**src/rtl/dbg_sba_pkg.sv**
```systemverilog
package dbg_sba_pkg;

    localparam int DMI_AW = 6;
    localparam int WORD_W = 32;
    localparam int WORD_BYTES = WORD_W / 8;

    localparam logic [DMI_AW-1:0] IDX_CTRL   = 6'h10;
    localparam logic [DMI_AW-1:0] IDX_STATUS = 6'h11;
    localparam logic [DMI_AW-1:0] IDX_BUSCS  = 6'h38;
    localparam logic [DMI_AW-1:0] IDX_ADDR   = 6'h39;
    localparam logic [DMI_AW-1:0] IDX_DATA   = 6'h3C;

    localparam logic [2:0] FMT_VERSION = 3'd1;
    localparam logic [2:0] SIZE_WORD   = 3'd2;
    localparam logic [2:0] ERR_NONE    = 3'd0;
    localparam logic [2:0] ERR_BUS     = 3'd2;
    localparam logic [2:0] ERR_SIZE    = 3'd4;

    typedef enum logic [1:0] {
        ST_IDLE   = 2'd0,
        ST_RD_REQ = 2'd1,
        ST_WR_REQ = 2'd2
    } sba_state_e;

    typedef struct packed {
        logic wr_ctrl;
        logic wr_cs;
        logic wr_addr;
        logic wr_data;
        logic rd_data;
    } dmi_hit_t;

endpackage

```
**src/rtl/dbg_sba_decode.sv**
```systemverilog
module dbg_sba_decode
    import dbg_sba_pkg::*;
(
    input  logic              dmi_valid,
    input  logic              dmi_write,
    input  logic [DMI_AW-1:0] dmi_addr,
    output dmi_hit_t          hit
);

    always_comb begin
        hit = '0;
        if (dmi_valid) begin
            unique case (dmi_addr)
                IDX_CTRL:  hit.wr_ctrl = dmi_write;
                IDX_BUSCS: hit.wr_cs   = dmi_write;
                IDX_ADDR:  hit.wr_addr = dmi_write;
                IDX_DATA: begin
                    hit.wr_data = dmi_write;
                    hit.rd_data = !dmi_write;
                end
                default: hit = '0;
            endcase
        end
    end

endmodule

```
**src/rtl/dbg_sba_fsm.sv**
```systemverilog
module dbg_sba_fsm
    import dbg_sba_pkg::*;
#(
    parameter int ADDR_W = 32
) (
    input  logic              clk,
    input  logic              rst_n,
    input  logic              start_rd,
    input  logic              start_wr,
    input  logic [ADDR_W-1:0] start_addr,
    input  logic [WORD_W-1:0] start_wdata,
    input  logic              mem_ready,
    output logic              mem_valid,
    output logic              mem_write,
    output logic [ADDR_W-1:0] mem_addr,
    output logic [WORD_W-1:0] mem_wdata,
    output logic              busy,
    output logic              done,
    output logic              done_read
);

    sba_state_e        state_q, state_d;
    logic [ADDR_W-1:0] addr_q;
    logic [WORD_W-1:0] wdata_q;

    // next-state logic
    always_comb begin
        state_d = state_q;
        unique case (state_q)
            ST_IDLE: begin
                if (start_wr)      state_d = ST_WR_REQ;
                else if (start_rd) state_d = ST_RD_REQ;
            end
            ST_RD_REQ: if (mem_ready) state_d = ST_IDLE;
            ST_WR_REQ: if (mem_ready) state_d = ST_IDLE;
            default:   state_d = ST_IDLE;
        endcase
    end

    // state register
    always_ff @(posedge clk or negedge rst_n) begin
        if (!rst_n) state_q <= ST_IDLE;
        else        state_q <= state_d;
    end

    // request payload, captured when a transfer is launched
    always_ff @(posedge clk or negedge rst_n) begin
        if (!rst_n) begin
            addr_q  <= '0;
            wdata_q <= '0;
        end else if (state_q == ST_IDLE && (start_rd || start_wr)) begin
            addr_q  <= start_addr;
            wdata_q <= start_wdata;
        end
    end

    // outputs
    always_comb begin
        mem_valid = 1'b0;
        mem_write = 1'b0;
        unique case (state_q)
            ST_IDLE:   mem_valid = 1'b0;
            ST_RD_REQ: mem_valid = 1'b1;
            ST_WR_REQ: begin
                mem_valid = 1'b1;
                mem_write = 1'b1;
            end
            default:   mem_valid = 1'b0;
        endcase
        mem_addr  = addr_q;
        mem_wdata = wdata_q;
        busy      = mem_valid;
        done      = mem_valid && mem_ready;
        done_read = (state_q == ST_RD_REQ);
    end

endmodule

```
**src/rtl/dbg_sba_csr.sv**
```systemverilog
module dbg_sba_csr
    import dbg_sba_pkg::*;
#(
    parameter int          ADDR_W      = 32,
    parameter logic [31:0] STATUS_WORD = 32'h0000_0082
) (
    input  logic              clk,
    input  logic              rst_n,
    input  dmi_hit_t          hit,
    input  logic [DMI_AW-1:0] dmi_addr,
    input  logic [WORD_W-1:0] dmi_wdata,
    input  logic              busy,
    input  logic              done,
    input  logic              done_err,
    input  logic              done_read,
    input  logic [WORD_W-1:0] done_rdata,
    output logic              start_rd,
    output logic              start_wr,
    output logic [ADDR_W-1:0] start_addr,
    output logic [WORD_W-1:0] rd_value
);

    localparam logic [ADDR_W-1:0] STEP   = ADDR_W'(WORD_BYTES);
    localparam logic [6:0]        ASIZE  = 7'(ADDR_W);

    logic              active_q;
    logic              busyerr_q;
    logic              pf_addr_q;
    logic              pf_data_q;
    logic              autoinc_q;
    logic [2:0]        access_q;
    logic [2:0]        err_q;
    logic [ADDR_W-1:0] addr_q;
    logic [WORD_W-1:0] data_q;

    logic soft_clr, blocked, busy_hit, want_rd, want_wr, size_ok;

    always_comb begin
        soft_clr   = hit.wr_ctrl && !dmi_wdata[0];
        blocked    = busyerr_q || (err_q != ERR_NONE);
        busy_hit   = busy && (hit.wr_addr || hit.wr_data || hit.rd_data);
        want_rd    = !busy && !blocked &&
                     ((hit.wr_addr && pf_addr_q) || (hit.rd_data && pf_data_q));
        want_wr    = !busy && !blocked && hit.wr_data;
        size_ok    = (access_q == SIZE_WORD);
        start_rd   = want_rd && size_ok;
        start_wr   = want_wr && size_ok;
        start_addr = hit.wr_addr ? dmi_wdata[ADDR_W-1:0] : addr_q;
    end

    always_ff @(posedge clk or negedge rst_n) begin
        if (!rst_n) begin
            active_q  <= 1'b0;
            busyerr_q <= 1'b0;
            pf_addr_q <= 1'b0;
            pf_data_q <= 1'b0;
            autoinc_q <= 1'b0;
            access_q  <= SIZE_WORD;
            err_q     <= ERR_NONE;
            addr_q    <= '0;
            data_q    <= '0;
        end else if (soft_clr) begin
            active_q  <= 1'b0;
            busyerr_q <= 1'b0;
            pf_addr_q <= 1'b0;
            pf_data_q <= 1'b0;
            autoinc_q <= 1'b0;
            access_q  <= SIZE_WORD;
            err_q     <= ERR_NONE;
            addr_q    <= '0;
            data_q    <= '0;
        end else begin
            if (hit.wr_ctrl) active_q <= dmi_wdata[0];
            if (hit.wr_cs) begin
                if (dmi_wdata[22]) busyerr_q <= 1'b0;
                pf_addr_q <= dmi_wdata[20];
                access_q  <= dmi_wdata[19:17];
                autoinc_q <= dmi_wdata[16];
                pf_data_q <= dmi_wdata[15];
                err_q     <= err_q & ~dmi_wdata[14:12];
            end
            if (busy_hit) busyerr_q <= 1'b1;
            if ((want_rd || want_wr) && !size_ok) err_q <= ERR_SIZE;
            if (hit.wr_addr && !busy) addr_q <= dmi_wdata[ADDR_W-1:0];
            if (want_wr) data_q <= dmi_wdata;
            if (done) begin
                if (done_err) begin
                    err_q <= ERR_BUS;
                end else begin
                    if (done_read) data_q <= done_rdata;
                    if (autoinc_q) addr_q <= addr_q + STEP;
                end
            end
        end
    end

    always_comb begin
        unique case (dmi_addr)
            IDX_CTRL:   rd_value = {31'd0, active_q};
            IDX_STATUS: rd_value = STATUS_WORD;
            IDX_BUSCS:  rd_value = {FMT_VERSION, 6'd0, busyerr_q, busy, pf_addr_q,
                                    access_q, autoinc_q, pf_data_q, err_q, ASIZE, 5'b00100};
            IDX_ADDR:   rd_value = WORD_W'(addr_q);
            IDX_DATA:   rd_value = data_q;
            default:    rd_value = '0;
        endcase
    end

endmodule

```
**src/rtl/dbg_sysbus_unit.sv**
```systemverilog
module dbg_sysbus_unit
    import dbg_sba_pkg::*;
#(
    parameter int          ADDR_W      = 32,
    parameter logic [31:0] STATUS_WORD = 32'h0000_0082
) (
    input  logic              clk,
    input  logic              rst_n,
    input  logic              dmi_valid,
    input  logic              dmi_write,
    input  logic [5:0]        dmi_addr,
    input  logic [31:0]       dmi_wdata,
    output logic              rsp_valid,
    output logic [31:0]       rsp_rdata,
    output logic              mem_valid,
    output logic              mem_write,
    output logic [ADDR_W-1:0] mem_addr,
    output logic [31:0]       mem_wdata,
    input  logic              mem_ready,
    input  logic [31:0]       mem_rdata,
    input  logic              mem_err
);

    dmi_hit_t          hit;
    logic              start_rd, start_wr, busy, done, done_read;
    logic [ADDR_W-1:0] start_addr;
    logic [WORD_W-1:0] rd_value;

    dbg_sba_decode u_decode (
        .dmi_valid (dmi_valid),
        .dmi_write (dmi_write),
        .dmi_addr  (dmi_addr),
        .hit       (hit)
    );

    dbg_sba_csr #(
        .ADDR_W      (ADDR_W),
        .STATUS_WORD (STATUS_WORD)
    ) u_csr (
        .clk        (clk),
        .rst_n      (rst_n),
        .hit        (hit),
        .dmi_addr   (dmi_addr),
        .dmi_wdata  (dmi_wdata),
        .busy       (busy),
        .done       (done),
        .done_err   (mem_err),
        .done_read  (done_read),
        .done_rdata (mem_rdata),
        .start_rd   (start_rd),
        .start_wr   (start_wr),
        .start_addr (start_addr),
        .rd_value   (rd_value)
    );

    dbg_sba_fsm #(
        .ADDR_W (ADDR_W)
    ) u_fsm (
        .clk         (clk),
        .rst_n       (rst_n),
        .start_rd    (start_rd),
        .start_wr    (start_wr),
        .start_addr  (start_addr),
        .start_wdata (dmi_wdata),
        .mem_ready   (mem_ready),
        .mem_valid   (mem_valid),
        .mem_write   (mem_write),
        .mem_addr    (mem_addr),
        .mem_wdata   (mem_wdata),
        .busy        (busy),
        .done        (done),
        .done_read   (done_read)
    );

    always_ff @(posedge clk or negedge rst_n) begin
        if (!rst_n) begin
            rsp_valid <= 1'b0;
            rsp_rdata <= '0;
        end else begin
            rsp_valid <= dmi_valid;
            if (dmi_valid) rsp_rdata <= dmi_write ? '0 : rd_value;
        end
    end

endmodule

```
**config.mk**
```make
export PLATFORM = sky130hd
export DESIGN_NAME = dbg_sysbus_unit
export DESIGN_NICKNAME = d
export VERILOG_FILES = /design/src/rtl/dbg_sba_pkg.sv /design/src/rtl/dbg_sba_decode.sv /design/src/rtl/dbg_sba_fsm.sv /design/src/rtl/dbg_sba_csr.sv /design/src/rtl/dbg_sysbus_unit.sv
export SDC_FILE = /design/constraint.sdc
export NUM_CORES = 1
export LEC_CHECK = 0
export ABC_AREA = 1
export BUFFER_PORTS_ARGS = -buffer_cell sky130_fd_sc_hd__buf_2
export CAP_MARGIN = 40
export CORE_UTILIZATION = 60
export CTS_CLUSTER_SIZE = 12
export DETAILED_ROUTE_END_ITERATION = 10
export MAX_ROUTING_LAYER = met4
export PLACE_DENSITY = 0.86
export SLEW_MARGIN = 20
export SYNTH_ARGS = -nofsm -noshare
export SYNTH_HDL_FRONTEND = slang
export SYNTH_SLANG_ARGS = --single-unit
```
**constraint.sdc**
```tcl
create_clock -name clk -period 5.09 [get_ports clk]
set_input_delay 1.2725 -clock clk [delete_from_list [all_inputs] [get_ports clk]]
set_output_delay 1.2725 -clock clk [all_outputs]
set_load 0.01 [all_outputs]
```
== Yosys cells after proc, flatten, opt, wreduce, memory -nomap -nowiden ==
Cells that the tools add are included.
Word-level totals
  register bits: 174
  bits of input ports: 76
  output and inout bits: 99
  logic and storage cells: 103
Operators by class
  add/subtract/negate cells: 1
  equality and inequality tests: 10
  mux-type cells: 43
  bitwise logic cells: 2
  reductions and logical operators: 33
Operators by type and width (count)
  2-to-1 mux 32 bit: 12
  case mux 32 bit (5 select lines): 1
  adder 32 x 3 -> 32 bit, second input constant: 1
  2-to-1 mux 3 bit: 7
  equality test 6 bit, second input constant: 3
  2-to-1 mux 1 bit: 17
  logical AND 1 bit: 13
  equality test 6 x 5 -> 1 bit, second input constant: 2
  nonzero test 3 bit: 3
  2-to-1 mux 2 bit: 4
  logical OR 1 bit: 6
  zero test 1 bit: 5
  2-to-1 mux 5 bit: 1
  case mux 2 bit (2 select lines): 1
  AND reduction 2 bit: 2
  nonzero test 2 bit: 2
  bitwise AND 3 bit: 1
  equality test 3 x 2 -> 1 bit, second input constant: 1
  inequality test 3 x 1 -> 1 bit, second input constant: 1
  NOT 3 bit: 1
  equality test 2 x 1 -> 1 bit, second input constant: 1
  equality test 2 bit, second input constant: 1
  zero test 2 bit: 1
  inequality test 2 x 1 -> 1 bit, second input constant: 1
  OR reduction 2 bit: 1

== Longest topological paths before layout ==
Gate-level depths: netlist of the first run.
  word-level depth: 12
  gate-level depth with buffers: 12

== Hierarchy ==
Synthesis of the first run repeated with hierarchy kept, for this count alone.
Unflattened totals
  cell total of the unflattened synthesis: 1232
  area, all modules: 9328.9 um^2
By module, submodules not included
  dbg_sba_csr: instances 1, cells an instance 776, area each 5163.7 um^2
  dbg_sba_fsm: instances 1, cells an instance 293, area each 2686.3 um^2
  dbg_sysbus_unit: instances 1, cells an instance 141, area each 1387.6 um^2
  dbg_sba_decode: instances 1, cells an instance 22, area each 91.3 um^2

== Worst setup path after synthesis of the first run ==
OpenSTA, ideal clock, no wires.
  kind: input to register
  start point: in dmi_addr[1]
  end point: reg u_csr.addr_q[27]
  setup time: 0.119 ns
  arrival: 2.324 ns
  required time: 4.971 ns
  path slack: 2.646 ns
  cell stages on the path: 11
  path buffers: 1
  cell sequence: inv_1 > nand2_1 > nor2_1 > nand2_2 > nor2_4 > nand2_2 > buf_2 > o21ai_0 > nand2_1 > nand2_1 > nor2_1
On the way
  cells in the longest elaborated chain, start to end: 9
  elaborated cells between the ends (all ways): 12
Ends and longest elaborated chain
  start: declaration: line dbg_sysbus_unit.sv:11  | input logic [5:0] dmi_addr,
  equality test 6 bit: line dbg_sba_decode.sv:13  | unique case (dmi_addr)
  2-to-1 mux 1 bit: line dbg_sba_decode.sv:13
  2-to-1 mux 5 bit (*): line dbg_sba_decode.sv:12  | if (dmi_valid) begin
  logical AND 1 bit: line dbg_sba_csr.sv:84  | if (hit.wr_addr && !busy) addr_q <= dmi_wdata[ADDR_W-1:0];
  2-to-1 mux 32 bit: line dbg_sba_csr.sv:84
  2-to-1 mux 32 bit: line dbg_sba_csr.sv:91  | if (autoinc_q) addr_q <= addr_q + STEP;
  2-to-1 mux 32 bit: line dbg_sba_csr.sv:87  | if (done_err) begin
  2-to-1 mux 32 bit: line dbg_sba_csr.sv:86  | if (done) begin
  2-to-1 mux 32 bit (*): line dbg_sba_csr.sv:62  | end else if (soft_clr) begin
  end signal: assignment: line dbg_sba_csr.sv:84
  end signal: assignment: line dbg_sba_csr.sv:91
  end: declaration: line dbg_sba_csr.sv:33  | logic [ADDR_W-1:0] addr_q;
Mark *: on every way between the ends. The rest lies on a longest branch, timed or not.
A chain may end at the register's enable or synchronous reset.

== Worst setup path in the final report of the first run ==
  start point: in dmi_addr[1]
  end point: reg u_csr.addr_q[26]
The elaborated chain is that of the path after synthesis.

==> results of run 1 <==
==> flip-flops by register name, indices dropped and copies added, names as in the netlist <==
signal	cells
u_csr.pf_addr_q	1
rsp_valid	1
u_fsm.mem_wdata	32
u_csr.data_q	32
u_csr.autoinc_q	1
u_csr.err_q	3
u_csr.busyerr_q	1
u_csr.pf_data_q	1
u_csr.active_q	1
u_csr.addr_q	32
u_fsm.mem_addr	32
rsp_rdata	32
u_fsm.state_q	2
u_csr.access_q	3
==> metrics by stage <==
stage,area [um^2],utilization,std cells
final,10400,0.717,1505
after global routing,10400,0.717,1505
after CTS,10400,0.715,1504
after detailed placement,9850,0.678,1472
after global placement,9820,0.675,1470
after floorplan,8930,-,1163
==> final timing paths <==
path | from | end | slack [ns] | depth (start not counted)
setup / recovery | dmi_addr[1] | u_csr.addr_q[26] | 1.91 | 11
setup reg to reg | u_fsm.state_q[0] | u_csr.addr_q[12] | 2.41 | 10
max in group asynchronous | rst_n | u_fsm.mem_wdata[7] | 3.38 | 3
hold reg to reg | u_fsm.mem_wdata[29] | u_fsm.mem_wdata[29] | 0.48 | 2
hold / removal | u_fsm.mem_wdata[29] | u_fsm.mem_wdata[29] | 0.48 | 2
min in group asynchronous | rst_n | u_fsm.mem_addr[26] | 0.68 | 1
==> cell type report <==
cell class	instances	share of cell area
Inverter	120	0.0432
Sequential cell	174	0.418
Clock inverter	12	0.00828
Timing Repair Buffer	186	0.0966
Multi-Input combinational cell	809	0.368
Tap cell	184	0.0221
Clock buffer	20	0.0438
==> cells by family (layout without fill, tap and decap cells) <==
kind of cell / Yosys count / in the layout / share of synthesized area
and+or+nand+nor: 485 / 485 / 0.230
xor gates and xnor gates: 3 / 3 / 0.00294
DFF: 174 / 174 / 0.488
AOI/OAI and AO/OA: 317 / 317 / 0.191
adders and majority gates: 4 / 4 / 0.00560
buffers and inverters: 180 / 338 / 0.0833
==> worst max-delay path: stages <==
cell and delay [ns]:
buf_2 0.10, inv_1 0.09, nand2_1 0.06, nor2_1 0.17, nand2_2 0.25, nor2_4 0.17, nand2_2 0.48, inv_2 0.53
a21oi_1 0.13, o21ai_0 0.13, nand2_1 0.09
==> placed cells by master (no fill, tap or decap), drive strengths merged <==
master	netlist	layout
o21ai	207	207
clkbuf	32	20
xor2	2	2
clkinvlp	0	3
xnor2	1	1
dfstp	1	1
clkinv	0	6
nor2	58	58
o21a	1	1
or2	1	1
a211oi	1	1
buf	28	186
a21oi	67	67
o221ai	11	11
dfrtp	173	173
nand4	11	11
nand2	325	325
o22ai	4	4
ha	4	4
nor3	6	6
a21o	1	1
and3	1	1
nand3	82	82
inv	120	123
nand3b	1	1
o211ai	25	25
==> layer usage <==
| metal | global-route usage | vias up | wire (um) |
|---|---|---|---|
| met5 | - | - | 0 |
| met4 | 0.0982 | 0 | 516 |
| met3 | 0.0710 | 52 | 2500 |
| met2 | 0.548 | 483 | 12300 |
| met1 | 0.545 | 4137 | 11800 |
| li1 | - | 4133 | - |
==> power breakdown <==
part           internal [uW]  switching, uW  leakage (uW)
Clock                    652            559      0.000263
Combinational            129            273       0.00299
Sequential              1460           83.1       0.00222
Total                   2240            916       0.00547
==> flow_summary.toml, run 1 <==
[place]
place_ws_ns = 1.61
gp_congestion = 0.987
dp_hpwl_mm = 19.6
numPortBuffers = 174

[yosys]
synth-seq-cells = 174
synth_edf_count = 0
synth_flop_cell = "dfrtp_1"
synth_area_per_cell_um2 = 7.68
yosysTopAreaCellShare = 0.485
synth.area.top_cells = "dfrtp_1 (48%), nand2_1 (13%), o21ai_0 (10%)"
yosysSeqAreaShare = 0.488
yosys_warnings = 0
yosysUniqueCellTypes = 36
synth_common_cells = "nand2_1 (317), o21ai_0 (181), dfrtp_1 (173), inv_1 (116), nand3_1 (81)"
async_flop_share = 1.00
yosysMostFrequentCell = "nand2_1"
syn_nets = 1243
netlist_area_um2 = 8930
netlist_instances = 1163
synth.largest_area_cell = "dfrtp_1"

[cells_and_area]
multi_input_area_um2 = 3840
drive_above_1_share = 0.185
area_growth_pct = 16.7
antennaDiodeCount = 0
n_fill_cell = 1198
nets = 1388
seq_area_um2 = 4360

[clocking]
cts_tree = "yes"
postCtsHoldBufs = 0
ctsHtreeMaxLevel = 4
clockBufferDepth = 2
clk_latency_ns = 0.43
cts_root_buf = "clkbuf_16"
post_cts_buffers = 0
cts_resized = 0
cts_buffers = 17
path_clk_slew_ns = 0.06
cts.sinks = 174

[worst_setup_path]
worst-path-max-fanout = 43
cp.arrival_ns = 3.49
startpoint_type = "primary input"
cp.required_ns = 5.39
worstSetupPathType = "primary input to flip-flop"
worstSetupEndpointType = "flip-flop"

[power_and_ir_drop]
total_power_uw = 3150
vdd_ir_drop_max_v = 0.000238
powerDensity_nw_per_um2 = 303
p_leak_uw = 0.00547

[sta]
report.final.slew_viol_count = 0
finalSetupTns_ns = 0
fmax_mhz = 314
finalHoldViolations = 0
min_period_over_period = 0.626
setup_violations = 0
slew_headroom = 0.444
clock_skew_ns = 0.00662
finalWorstSetupSlack_ns = 1.91
worst_pin_slew_ns = 0.830
rsz0062_at_grt = "no"
holdWs_ns = 0.478
period_minus_slack_ns = 3.18

[hold_path]
worstHoldPathType = "flip-flop to flip-flop"

[routing]
drc = 0
vias_per_cell = 5.85
drt_iter0_markers = 1051
drt_wl_total_mm = 27.0
firstDrtPassIters = 6
wl_per_cell_um = 18.0
postRouteAntennaNets = 0
vias = 8805

[floorplan]
start_util = 0.615
io_pins = 175
die_h_um = 124
num_rows = 44
dieArea_um2 = 15400
core_um2 = 14500
fp.dieW_um = 124

[global_routing]
grt_antenna_before_repair = 0
gr-total-overflow = 0
gr-usage-all-layers = 0.377
grt_pass1_wl_mm = 41.7
grt_pass1_vias = 7770
grt_max_degree = 92

[run_status]
outcome = "finished, final reports clean"

[flow_run]
drv_cap = 0
(Power assumes the default switching activity.)
==> inputs of run 2 (changes only) <==
--- a/config.mk
+++ b/config.mk
@@ -8,11 +8,11 @@
 export ABC_AREA = 1
 export BUFFER_PORTS_ARGS = -buffer_cell sky130_fd_sc_hd__buf_2
 export CAP_MARGIN = 40
-export CORE_UTILIZATION = 60
+export CORE_UTILIZATION = 50
 export CTS_CLUSTER_SIZE = 12
 export DETAILED_ROUTE_END_ITERATION = 10
 export MAX_ROUTING_LAYER = met4
-export PLACE_DENSITY = 0.86
+export PLACE_DENSITY = 0.76
 export SLEW_MARGIN = 20
 export SYNTH_ARGS = -nofsm -noshare
 export SYNTH_HDL_FRONTEND = slang
==> constraint.sdc (replaced) <==
create_clock -name clk -period 2.8 [get_ports clk]
set_input_delay 0.7 -clock clk [delete_from_list [all_inputs] [get_ports clk]]
set_output_delay 0.7 -clock clk [all_outputs]
set_load 0.01 [all_outputs]
==> run 2 against run 1 <==
Compared with the run above: count of clock-buffer cells in the layout shrank 1; final cell count grew 3.5%; core utilization shrank 11 points; critical endpoint is now u_csr.addr_q[22].
==> flow_summary.toml, run 2 (synthesis gave the netlist of run 1 again) <==
[run_status]
outcome = "finished, final reports clean"

[cells_and_area]
nets = 1399
final_common_cell = "nand2_1"
seq_area_um2 = 4360
n_fill_cell = 1582
final_util = 0.611
area_growth_pct = 18.7
mostFrequentLayoutCells = "nand2_1 (316), o21ai_0 (181), buf_2 (173), dfrtp_1 (173), inv_1 (116)"
multi_input_area_um2 = 3840
antennaDiodeCount = 0
drive_above_1_share = 0.191

[routing]
vias_per_cell = 5.46
firstDrtPassIters = 5
drt_iter0_markers = 901
drc = 0
vias = 8494
postRouteAntennaNets = 0
drt_wl_total_mm = 27.8
wl_per_cell_um = 17.8

[clocking]
clk_latency_ns = 0.44
post_cts_buffers = 0
cts_tree = "yes"
path_clk_slew_ns = 0.07
clockBufferDepth = 2
cts_root_buf = "clkbuf_16"
postCtsHoldBufs = 0
cts_resized = 0
cts.sinks = 174
ctsHtreeMaxLevel = 4
cts_buffers = 17

[floorplan]
fp.dieW_um = 136
dieArea_um2 = 18400
start_util = 0.515
num_rows = 48
die_h_um = 136
core_um2 = 17400
io_pins = 175

[worst_setup_path]
r2r_end = "u_csr.addr_q[22]"
cp.required_ns = 3.12
worstSetupEndpointType = "flip-flop"
reg2regPathDepth = 8
worst-path-max-fanout = 6
r2r_setup_slack_ns = 0.55
startpoint_type = "flip-flop"
reg2reg_from = "u_csr.addr_q[3]"
cp.arrival_ns = 2.57
worstSetupPathType = "flip-flop to flip-flop"

[global_routing]
grt_pass1_vias = 7761
grt_pass1_wl_mm = 43.3
grt_antenna_before_repair = 0
gr-total-overflow = 0
gr-usage-all-layers = 0.323
grt_max_degree = 121

[sta]
clock_skew_ns = 0.00952
report.final.slew_viol_count = 0
rsz0062_at_grt = "no"
fmax_mhz = 444
setup_violations = 0
worst_pin_slew_ns = 0.701
period_minus_slack_ns = 2.25
min_period_over_period = 0.805
slew_headroom = 0.531
finalHoldViolations = 0
finalSetupTns_ns = 0

[place]
numPortBuffers = 174
dp_hpwl_mm = 20.4
gp_congestion = 1.00

[hold_path]
worstHoldPathType = "primary input to async pin"

[power_and_ir_drop]
powerDensity_nw_per_um2 = 560
vdd_ir_drop_max_v = 0.000447
p_leak_uw = 0.00555

[flow_run]
drv_cap = 0
run 2: cell types whose count changed in the layout (fill, tap and decap cells not counted), sizes merged:
cell and delta:
buf +11, clkbuf -1, bufinv +2, clkinv +1, clkinvlp -2
run 2: how the worst max path moves through the flow:
stage,start,to,slack [ns],cells past startpoint
6_report,u_csr.addr_q[3],u_csr.addr_q[22],0.55,8
5_1_grt,u_fsm.state_q[0],u_fsm.mem_wdata[28],0.38,10
4_1_cts,u_csr.addr_q[3],u_csr.addr_q[22],0.59,8
3_5_place_dp,dmi_addr[1],u_fsm.mem_addr[20],0.47,10
3_3_place_gp,dmi_addr[1],u_fsm.mem_addr[12],0.47,10
2_1_floorplan,dmi_addr[1],u_csr.addr_q[27],0.93,11
run 2: cell type report:
class                      instances  area share
clock inverter                    13      0.0131
sequential                       174       0.411
multi-input combinational        809       0.362
inverter                         120      0.0425
clock buffer                      19      0.0418
tap                              225      0.0265
timing repair buffer             197       0.104
run 2: stage by stage:
step                hold slack [ns]  setup slack (ns)  instances  area, um^2  power [uW]
finish                        0.210             0.547       1557       10600        5930
global route                  0.257             0.380       1557       10600        6160
CTS                           0.227             0.588       1557       10600        5950
detailed placement            0.460             0.467       1525       10000        3570
global placement              0.462             0.472       1525       10000        3550
floorplan                     0.404             0.929       1163        8930        3220
run 2: critical path: stages (launching register included):
cell,delay (ns)
dfrtp_1,0.45
ha_1,0.29
nand3_2,0.17
nor2_1,0.29
nand3_1,0.34
nor2_4,0.26
nand2_1,0.10
o211ai_1,0.17
nand2_1,0.06
run 2: power by group:
part / leakage [uW] / internal, uW / switching [uW] / total [uW]
registers: 0.00222 / 2650 / 151 / 2800
clock network: 0.000289 / 1340 / 1050 / 2400
logic: 0.00304 / 241 / 499 / 739
total: 0.00555 / 4230 / 1700 / 5930
run 2: per-layer routing:
metal  routed length, um  global-route usage  vias to the layer above
met4                 610               0.112                        0
met1               12900               0.472                     3933
met5                   0                   -                        -
li1                    -                   -                     4152
met2               12100               0.451                      365
met3                2100              0.0527                       44
==> inputs of run 3 (changes only) <==
==> constraint.sdc (replaced) <==
create_clock -name clk -period 1.8 [get_ports clk]
set_input_delay 0.45 -clock clk [delete_from_list [all_inputs] [get_ports clk]]
set_output_delay 0.45 -clock clk [all_outputs]
set_load 0.01 [all_outputs]
==> run 3 against run 2 <==
Compared with the run above: the flow now finishes with violations (setup timing); count of clock-buffer cells in the layout is 3 higher; non-clock buffer count grew 88; first-iteration DRC count up 28%; wire length rose by 11%; die area is the same; worst setup slack lost 0.56 ns; power rose by 59%; largest power group unchanged.
==> flow_summary.toml, run 3 (synthesis gave the netlist of run 1 again) <==
[run_status]
outcome = "complete, but fails checks"
violations = "setup timing"

[sta]
period_minus_slack_ns = 1.82
report.final.slew_viol_count = 0
setup_violations = 1
clock_skew_ns = 0.00768
slew_headroom = 0.669
worst_pin_slew_ns = 0.497
rsz0062_at_grt = "yes"
holdWs_ns = 0.281
finalWorstSetupSlack_ns = -0.0170
min_period_over_period = 1.01
fmax_mhz = 550
finalHoldViolations = 0

[cells_and_area]
final_area_um2 = 11800
antennaDiodeCount = 0
area_growth_pct = 31.6
nets = 1487
mostFrequentLayoutCells = "nand2_1 (314), dfrtp_1 (173), buf_2 (171), o21ai_0 (135), inv_1 (108)"
final_common_cell = "nand2_1"
drive_above_1_share = 0.258
n_fill_cell = 1448

[routing]
drc = 0
postRouteAntennaNets = 0
vias_per_cell = 5.64
drt_iter0_markers = 1154
drt_wl_total_mm = 30.9
firstDrtPassIters = 6
vias = 9274
wl_per_cell_um = 18.8

[worst_setup_path]
crit_path_cell_trace = "inv_2 > ha_4 > buf_6 > buf_6"
critPathTopFamily = "flip-flops"
crit_buf_inv = 3
cp.arrival_ns = 1.37
cp.required_ns = 1.35
startpoint_type = "flip-flop"
worstSetupPathType = "flip-flop to output pin"
crit_top_cell = "buf_6"
worst-path-max-fanout = 5
crit_path_max_incr_delay_ns = 0.40
crit_slowest_cell = "dfrtp_1"
worstSetupEndpointType = "output pin"

[clocking]
clockBufferDepth = 2
path_clk_slew_ns = 0.07
cts_root_buf = "clkbuf_16"
cts.sinks = 174
cts_buffers = 17
ctsHtreeMaxLevel = 4
clk_latency_ns = 0.43
cts_tree = "yes"

[power_and_ir_drop]
combPwrFrac = 0.151
total_power_uw = 9420
pwr-share-clk = 0.390
intPower_uw = 6680
seq_power_share = 0.460
switching_share = 0.291
p_leak_uw = 0.00611
powerDensity_nw_per_um2 = 801
vdd_ir_drop_max_v = 0.000644
p_switching_uw = 2740

[floorplan]
dieArea_um2 = 18400
start_util = 0.515
num_rows = 48
io_pins = 175
core_um2 = 17400
die_h_um = 136
fp.dieW_um = 136

[global_routing]
grt_util_met1 = 0.480
grt_use_met3 = 0.0527
gr-total-overflow = 0
grt_antenna_before_repair = 0
grt_pass1_vias = 8360
grt_use_met2 = 0.494
top_usage_layer = "met2"
gr-usage-all-layers = 0.337
grt_max_degree = 60
grt_pass1_wl_mm = 45.1

[place]
numPortBuffers = 174
place_area_um2 = 10700
dp_hpwl_mm = 21.8
gp_congestion = 0.946

[flow_run]
drv_cap = 0

[hold_path]
worstHoldPathType = "primary input to flip-flop"
run 3: cell count changes in the layout (fill, tap and decap cells not counted), sizes merged:
cell,delta
bufinv,-1
buf,+81
clkinv,-3
clkinvlp,+3
inv,-2
dlygate4sd3,+1
clkbuf,+9
run 3: layer usage:
layer	share of wire	up-vias
met5	0	-
met1	0.43	4374
met2	0.45	485
li1	-	4344
met3	0.090	71
met4	0.027	0
run 3: tightest hold or removal path, cell delays in order:
cell and delay, ns:
buf_2 0.11, nand2_1 0.06, o211ai_1 0.07
run 3: timing repair:
action / 4_1_cts / 5_1_grt
buffers inserted: 7 / 3
gates cloned: 0 / 9
pin swaps: 5 / 11
gates resized for setup: 15 / 80
hold buffers: 1 / 0
setup endpoints to repair: 99 / 119
endpoints found under the hold margin: 31 / 0
run 3: final timing paths:
kind                                    start                 end  slack, ns  cells past startpoint
min in group asynchronous               rst_n     u_csr.data_q[2]       0.49                      2
hold reg to reg            u_fsm.mem_wdata[1]  u_fsm.mem_wdata[1]       0.48                      2
setup reg to reg             u_fsm.state_q[0]  u_fsm.mem_addr[14]       0.02                      9
max in group asynchronous               rst_n   u_csr.access_q[1]       0.66                      3
hold / removal                  dmi_wdata[18]   u_csr.access_q[1]       0.28                      3
setup / recovery             u_fsm.state_q[0]           mem_valid      -0.02                      4
run 3: per-stage QoR:
step	TNS, ns	utilization	std cells	setup slack (ns)
2_1_floorplan	0	-	1163	0.0561
3_3_place_gp	-2.45	0.616	1593	-0.144
3_5_place_dp	-6.76	0.616	1593	-0.176
4_1_cts	-0.0827	0.657	1633	-0.0300
5_1_grt	-0.877	0.677	1645	-0.0541
6_report	-0.0170	0.677	1645	-0.0170
run 3: final cells by class:
| cell class | instances | area (um^2) | share of cell area |
|---|---|---|---|
| flip-flops and latches | 174 | 4360 | 0.370 |
| multi-input cells | 809 | 3960 | 0.337 |
| repair buffers | 285 | 2120 | 0.180 |
| clock buffers | 22 | 474 | 0.0403 |
| inverters | 120 | 460 | 0.0392 |
| well taps | 225 | 282 | 0.0239 |
| clock inverters | 10 | 105 | 0.00894 |
run 3: power by group through the flow:
stage | sequential (uW) | combinational, uW | clock, uW
CTS | 4310 | 1330 | 3680
finish | 4330 | 1420 | 3670
global placement | 4380 | 1290 | 0
global route | 4350 | 1570 | 3840
detailed placement | 4390 | 1310 | 0
floorplan | 4340 | 670 | 0
